[src/rtl/pwm_dt_pkg.sv]
package pwm_dt_pkg;

  // Strobes from control to datapath
  typedef struct packed {
    logic loadCnt;     // restart dead-time counter at 1
    logic advanceCnt;  // step dead-time counter (saturating)
  } cntCtlT;

  // Comparator results from datapath to control
  typedef struct packed {
    logic hitA;        // time base equals active A
    logic hitB;        // dead-time counter equals active B
  } cmpHitT;

endpackage

[src/rtl/pwm_dt_datapath.sv]
module pwm_dt_datapath
  import pwm_dt_pkg::*;
#(
  parameter int TB_W = 24
) (
  input  logic            clk,
  input  logic            rstN,
  input  logic [TB_W-1:0] timeBase,
  input  logic            wrA,
  input  logic            wrB,
  input  logic [TB_W-1:0] wrData,
  input  cntCtlT          ctl,
  output cmpHitT          hit
);

  localparam int NUM_CMP = 2;
  localparam logic [TB_W-1:0] CNT_MAX = {TB_W{1'b1}};
  localparam logic [TB_W-1:0] BOUNDARY = TB_W'(1);

  logic [NUM_CMP-1:0]           wrVec;
  logic [NUM_CMP-1:0][TB_W-1:0] holdQ;
  logic [NUM_CMP-1:0][TB_W-1:0] actQ;
  logic [TB_W-1:0]              dtCnt;
  logic                         atBoundary;

  assign wrVec      = {wrB, wrA};
  assign atBoundary = (timeBase == BOUNDARY);

  // Two-stage compare registers, one slice per comparator
  for (genvar g = 0; g < NUM_CMP; g++) begin : gCmpReg
    always_ff @(posedge clk or negedge rstN) begin
      if (!rstN) begin
        holdQ[g] <= '0;
        actQ[g]  <= '0;
      end else begin
        if (wrVec[g])   holdQ[g] <= wrData;
        if (atBoundary) actQ[g]  <= holdQ[g];
      end
    end
  end

  // Private dead-time counter
  always_ff @(posedge clk or negedge rstN) begin
    if (!rstN) begin
      dtCnt <= CNT_MAX;
    end else if (ctl.loadCnt) begin
      dtCnt <= TB_W'(1);
    end else if (ctl.advanceCnt && (dtCnt != CNT_MAX)) begin
      dtCnt <= dtCnt + TB_W'(1);
    end
  end

  assign hit.hitA = (timeBase == actQ[0]);
  assign hit.hitB = (dtCnt == actQ[1]);

  AST_ACTIVE_HOLD: assert property (@(posedge clk) disable iff (!rstN)
    !atBoundary |=> $stable(actQ));

  AST_CNT_RELOAD: assert property (@(posedge clk) disable iff (!rstN)
    hit.hitA |=> (dtCnt == TB_W'(1)));

  AST_CNT_SATURATE: assert property (@(posedge clk) disable iff (!rstN)
    (dtCnt == CNT_MAX) && !hit.hitA |=> (dtCnt == CNT_MAX));

endmodule

[src/rtl/pwm_dt_control.sv]
module pwm_dt_control
  import pwm_dt_pkg::*;
(
  input  logic   clk,
  input  logic   rstN,
  input  cmpHitT hit,
  input  logic   leadMode,
  input  logic   edgePol,
  input  logic   flagBoth,
  input  logic   forceA,
  input  logic   forceB,
  input  logic   flagClr,
  output cntCtlT ctl,
  output logic   pwmOut,
  output logic   flag
);

  logic outQ, outN;
  logic armQ, armN;
  logic flagQ, flagN;
  logic byMatch;
  logic isActive;
  logic delayedHit;
  logic matchEdge;
  logic flagSet;

  assign isActive   = (outQ == edgePol);
  assign delayedHit = hit.hitB && armQ;

  // Next output level and arm state; force beats match
  always_comb begin
    outN    = outQ;
    armN    = armQ;
    byMatch = 1'b0;
    if (forceA) begin
      outN = leadMode ? ~edgePol : edgePol;
      armN = 1'b0;
    end else if (forceB) begin
      outN = leadMode ? edgePol : ~edgePol;
      armN = 1'b0;
    end else if (hit.hitA) begin
      byMatch = 1'b1;
      if (!leadMode) begin
        if (!isActive) outN = edgePol;
        else           armN = 1'b1;
      end else begin
        if (isActive) begin
          outN = ~edgePol;
          armN = 1'b0;
        end else begin
          armN = 1'b1;
        end
      end
    end else if (delayedHit) begin
      byMatch = 1'b1;
      outN    = leadMode ? edgePol : ~edgePol;
      armN    = 1'b0;
    end
  end

  assign matchEdge = byMatch && (outN != outQ);
  assign flagSet   = matchEdge && (flagBoth || (outN != edgePol));
  assign flagN     = flagSet || (flagQ && !flagClr);

  always_ff @(posedge clk or negedge rstN) begin
    if (!rstN) begin
      outQ  <= 1'b0;
      armQ  <= 1'b0;
      flagQ <= 1'b0;
    end else begin
      outQ  <= outN;
      armQ  <= armN;
      flagQ <= flagN;
    end
  end

  assign ctl.loadCnt    = hit.hitA;
  assign ctl.advanceCnt = !hit.hitA;
  assign pwmOut         = outQ;
  assign flag           = flagQ;

  AST_FORCE_A_LEVEL: assert property (@(posedge clk) disable iff (!rstN)
    forceA |=> (pwmOut == ($past(leadMode) ? ~$past(edgePol) : $past(edgePol))));

  AST_FORCE_B_LEVEL: assert property (@(posedge clk) disable iff (!rstN)
    forceB && !forceA |=> (pwmOut == ($past(leadMode) ? $past(edgePol) : ~$past(edgePol))));

  AST_FORCE_NO_FLAG: assert property (@(posedge clk) disable iff (!rstN)
    (forceA || forceB) && !flagQ |=> !flagQ);

  AST_FLAG_STICKY: assert property (@(posedge clk) disable iff (!rstN)
    flagQ && !flagClr |=> flagQ);

  AST_LEAD_EDGE_NO_FLAG: assert property (@(posedge clk) disable iff (!rstN)
    !flagBoth && !flagQ && (outN == edgePol) |=> !flagQ);

endmodule

[src/rtl/pwm_dt_center.sv]
module pwm_dt_center
  import pwm_dt_pkg::*;
#(
  parameter int TB_W = 24
) (
  input  logic            clk,
  input  logic            rstN,
  input  logic [TB_W-1:0] timeBase,
  input  logic            wrA,
  input  logic            wrB,
  input  logic [TB_W-1:0] wrData,
  input  logic            leadMode,
  input  logic            edgePol,
  input  logic            flagBoth,
  input  logic            forceA,
  input  logic            forceB,
  input  logic            flagClr,
  output logic            pwmOut,
  output logic            flag
);

  cntCtlT ctl;
  cmpHitT hit;

  pwm_dt_datapath #(.TB_W(TB_W)) uDatapath (
    .clk      (clk),
    .rstN     (rstN),
    .timeBase (timeBase),
    .wrA      (wrA),
    .wrB      (wrB),
    .wrData   (wrData),
    .ctl      (ctl),
    .hit      (hit)
  );

  pwm_dt_control uControl (
    .clk      (clk),
    .rstN     (rstN),
    .hit      (hit),
    .leadMode (leadMode),
    .edgePol  (edgePol),
    .flagBoth (flagBoth),
    .forceA   (forceA),
    .forceB   (forceB),
    .flagClr  (flagClr),
    .ctl      (ctl),
    .pwmOut   (pwmOut),
    .flag     (flag)
  );

endmodule

[config.mk]
export PLATFORM = sky130hd
export DESIGN_NAME = pwm_dt_center
export DESIGN_NICKNAME = d
export VERILOG_FILES = /design/src/rtl/pwm_dt_pkg.sv /design/src/rtl/pwm_dt_datapath.sv /design/src/rtl/pwm_dt_control.sv /design/src/rtl/pwm_dt_center.sv
export SDC_FILE = /design/constraint.sdc
export NUM_CORES = 1
export LEC_CHECK = 0
export CORE_ASPECT_RATIO = 1.25
export CORE_MARGIN = 10
export CORE_UTILIZATION = 45
export DETAILED_ROUTE_END_ITERATION = 12
export DONT_BUFFER_PORTS = 1
export GPL_TIMING_DRIVEN = 0
export PLACE_DENSITY = 0.64
export SETUP_SLACK_MARGIN = 0.02
export SYNTH_ARGS = -nofsm -noshare
export SYNTH_HDL_FRONTEND = slang
export SYNTH_SLANG_ARGS = --single-unit
[constraint.sdc]
create_clock -name clk -period 3.5 [get_ports clk]
set_clock_uncertainty 0.1 [all_clocks]
set_input_delay 0.525 -clock clk [delete_from_list [all_inputs] [get_ports clk]]
set_output_delay 0.525 -clock clk [all_outputs]
set_load 0.03 [all_outputs]
==> out/results.ini <==
[clock_network]
numCtsBuffers = 17
postCtsSetupBuffers = 0
hold_buffers = 2
clock_path_buffers = 2
htreeDepth = 4
cts_tree = done
clk_pin_slew_worst_paths_ps = 60
cts-root-buf = clkbuf_16
insertion_delay_ps = 420
cts_resized = 0
cts_num_sinks = 123

[critical_path]
worst-path-buf-inv = 2
endpoint = uDatapath.dtCnt[18]
crit_chain = and4_1 -> and4_1 -> buf_4 -> nand4_4 -> nor4_2 -> buf_2 -> nor3_1 -> xnor2_1 -> nor2_1
path_delay_family = simple AND/OR/NAND/NOR gates
cp-start-kind = flop
critical_path_class = flop to flop
arrival_ps = 2920
max_stage_delay_ps = 580
cp.depth = 9
r2r-start = uDatapath.dtCnt[3]
crit_path_max_fanout = 10
critPathRequiredTime_ps = 3740
path_common_cell = and4_1
cp-end-kind = flop
r2r_slack_ps = 820
reg2reg_depth = 9
startpoint = uDatapath.dtCnt[3]
cp_slowest_cell = dfstp_2
worstReg2RegEnd = uDatapath.dtCnt[18]

[routing]
ant_nets = 0
num_vias = 3464
wl_mm = 12.1
dr.max_layer_used = met4
route.met3.wl_um = 798
dr_wl_met2_mm = 6.02
avgRoutedWirePerCell_um = 19.1
wl_met1_mm = 4.97
dr.pass1.iters = 4
drt_iter0_markers = 172
drt-vias-per-instance = 5.45
drc_errors = 0

[logic_synthesis]
synth-async-reset-ratio_pct = 100
syn_inst = 438
syn_area_um2 = 5660
synth_edf_count = 0
ys_seq_area_share_pct = 54.9
yosysUniqueCellTypes = 37
syn_avg_cell_area_um2 = 12.9
ys.flop_type = dfrtp_1
ys_warn_count = 0
synthesis.nets = 501
ys_ff_latch = 123

[run]
drv_cap = 0

[pwr]
clkPwrFrac_pct = 39.3
powerDensity_nw_per_um2 = 645
power_leakage_nw = 2.73
ir_worst_vdd_v = 0.000311
p_comb_share_pct = 14.0
p_int_mw = 2.99
power.share.switching_pct = 28.3
power_frac_seq_pct = 46.7
switching_power_mw = 1.18

[floorplanning]
die_w_um = 120
fp.coreArea_um2 = 12200
die_h_um = 145
rows = 45
io_pins = 60
start_util_pct = 46.3
die_area_um2 = 17500

[layout]
drive_gt1_share_pct = 34.1
final_util_pct = 52.9
nNetsFinal = 522
final_common_cell = dfrtp_1
final_cell_mix = 99 x dfrtp_1, 97 x mux2_2, 40 x xnor2_1
fill_cells = 1056
antennaDiodeCount = 0
syn2layout_area_growth_pct = 14.3

[timing]
fin_crit_ps = 2680
finalSetupViolCount = 0
max_freq_ghz = 0.372
rsz0062_at_grt = no
hold_viol_final = 0
setup_tns_ps = 0
tightestPinTransition_ps = 616
fin_crit_sh_pct = 76.7
drv_slew = 0
maxSlewHeadroom_pct = 58.6

[placed_design]
hpwl_mm = 8.94
routabilityCongestion = 0.855
io_buffers = 0

[global_routing]
grt_max_degree = 124
grt_overflow = 0
grt_pass1_wl_mm = 19.8
grt_use_total_pct = 14.4
antenna_found_initial = 0
grt_pass1_vias = 3750

[worst_hold_path]
hold_path.class = input pin to flop

[status]
status = complete, no violations

-- metal layers --
metal  up-vias  global-route usage [%]
li1       1598                       -
met4         0                    7.26
met5         -                       0
met2        90                    23.0
met3        23                    5.12
met1      1753                    16.8
-- Yosys cell counts, types with 3 or more instances --
cell type | instances | area (um2)
a21oi_1 | 5 | 25.0
and3_1 | 7 | 43.8
buf_1 | 4 | 15.0
clkbuf_1 | 10 | 37.5
dfrtp_1 | 99 | 2480
dfstp_2 | 24 | 631
ha_1 | 5 | 62.6
inv_1 | 4 | 15.0
mux2_2 | 97 | 1090
nand2_1 | 10 | 37.5
nand3_1 | 9 | 45.0
nand4_1 | 15 | 93.8
nor2_1 | 27 | 101
nor3_1 | 8 | 40.0
nor4_1 | 14 | 87.6
nor4b_1 | 3 | 26.3
o21ai_0 | 4 | 20.0
xnor2_1 | 40 | 350
xor2_1 | 28 | 245
-- stage by stage --
stage	hold slack (ps)	cell area (um2)	worst slack (ps)	cells	power [mW]
after CTS	142	6460	833	636	4.19
after global routing	140	6460	659	636	4.37
final	156	6460	815	636	4.17
after floorplan	129	5660	1220	438	2.35
after global placement	133	5860	797	602	2.48
after detailed placement	133	5860	785	602	2.51
-- power by group through the flow --
stage	Sequential [mW]	Combinational (mW)	Clock, mW
final	1.95	0.583	1.64
after global routing	1.98	0.659	1.74
after CTS	1.94	0.588	1.67
after detailed placement	1.96	0.555	0
after global placement	1.95	0.530	0
after floorplan	1.89	0.459	0
-- worst reg2reg max path: cells and delay by family (launching register included) --
family	cells	cell delay (ps)
XOR/XNOR	1	140
buffers and inverters	2	490
flip-flops	1	580
AND/OR/NAND/NOR	6	1300
-- state kept, by name (all words and copies together) (netlist names) --
signal	flops
uDatapath.holdQ	48
uDatapath.actQ	48
uControl.armQ	1
uControl.flag	1
uDatapath.dtCnt	24
uControl.pwmOut	1
-- cell families after synthesis --
| kind of cell | after synthesis | share of synthesized area (%) |
|---|---|---|
| flip-flops | 123 | 54.9 |
| AND/OR/NAND/NOR | 108 | 10.7 |
| multiplexers | 97 | 19.3 |
| XOR/XNOR | 68 | 10.5 |
| buffers and inverters | 22 | 1.70 |
| AO/OA/AOI/OAI | 15 | 1.72 |
| adder cells (fa/ha/maj) | 5 | 1.11 |
-- layout make-up --
type | count | area [um2] | share of cell area, %
buffer | 18 | 81.3 | 1.26
sequential | 123 | 3110 | 48.1
timing repair buffer | 2 | 37.5 | 0.581
clock inverter | 13 | 121 | 1.88
clock buffer | 19 | 443 | 6.85
inverter | 4 | 15.0 | 0.232
tap | 164 | 205 | 3.17
multi-input combinational | 293 | 2450 | 38.0
-- how the worst min path moves through the flow --
stage                     slack, ps  cells past startpoint  startpoint                   to
after floorplan                 130                      0        rstN        uControl.armQ
after global placement          130                      0        rstN  uDatapath.holdQ[19]
after detailed placement        130                      0        rstN  uDatapath.holdQ[22]
after CTS                       140                      1   wrData[7]  uDatapath.holdQ[31]
after global routing            140                      1   wrData[7]   uDatapath.holdQ[7]
final                           160                      1   wrData[8]  uDatapath.holdQ[32]
(Power assumes the default switching activity.)
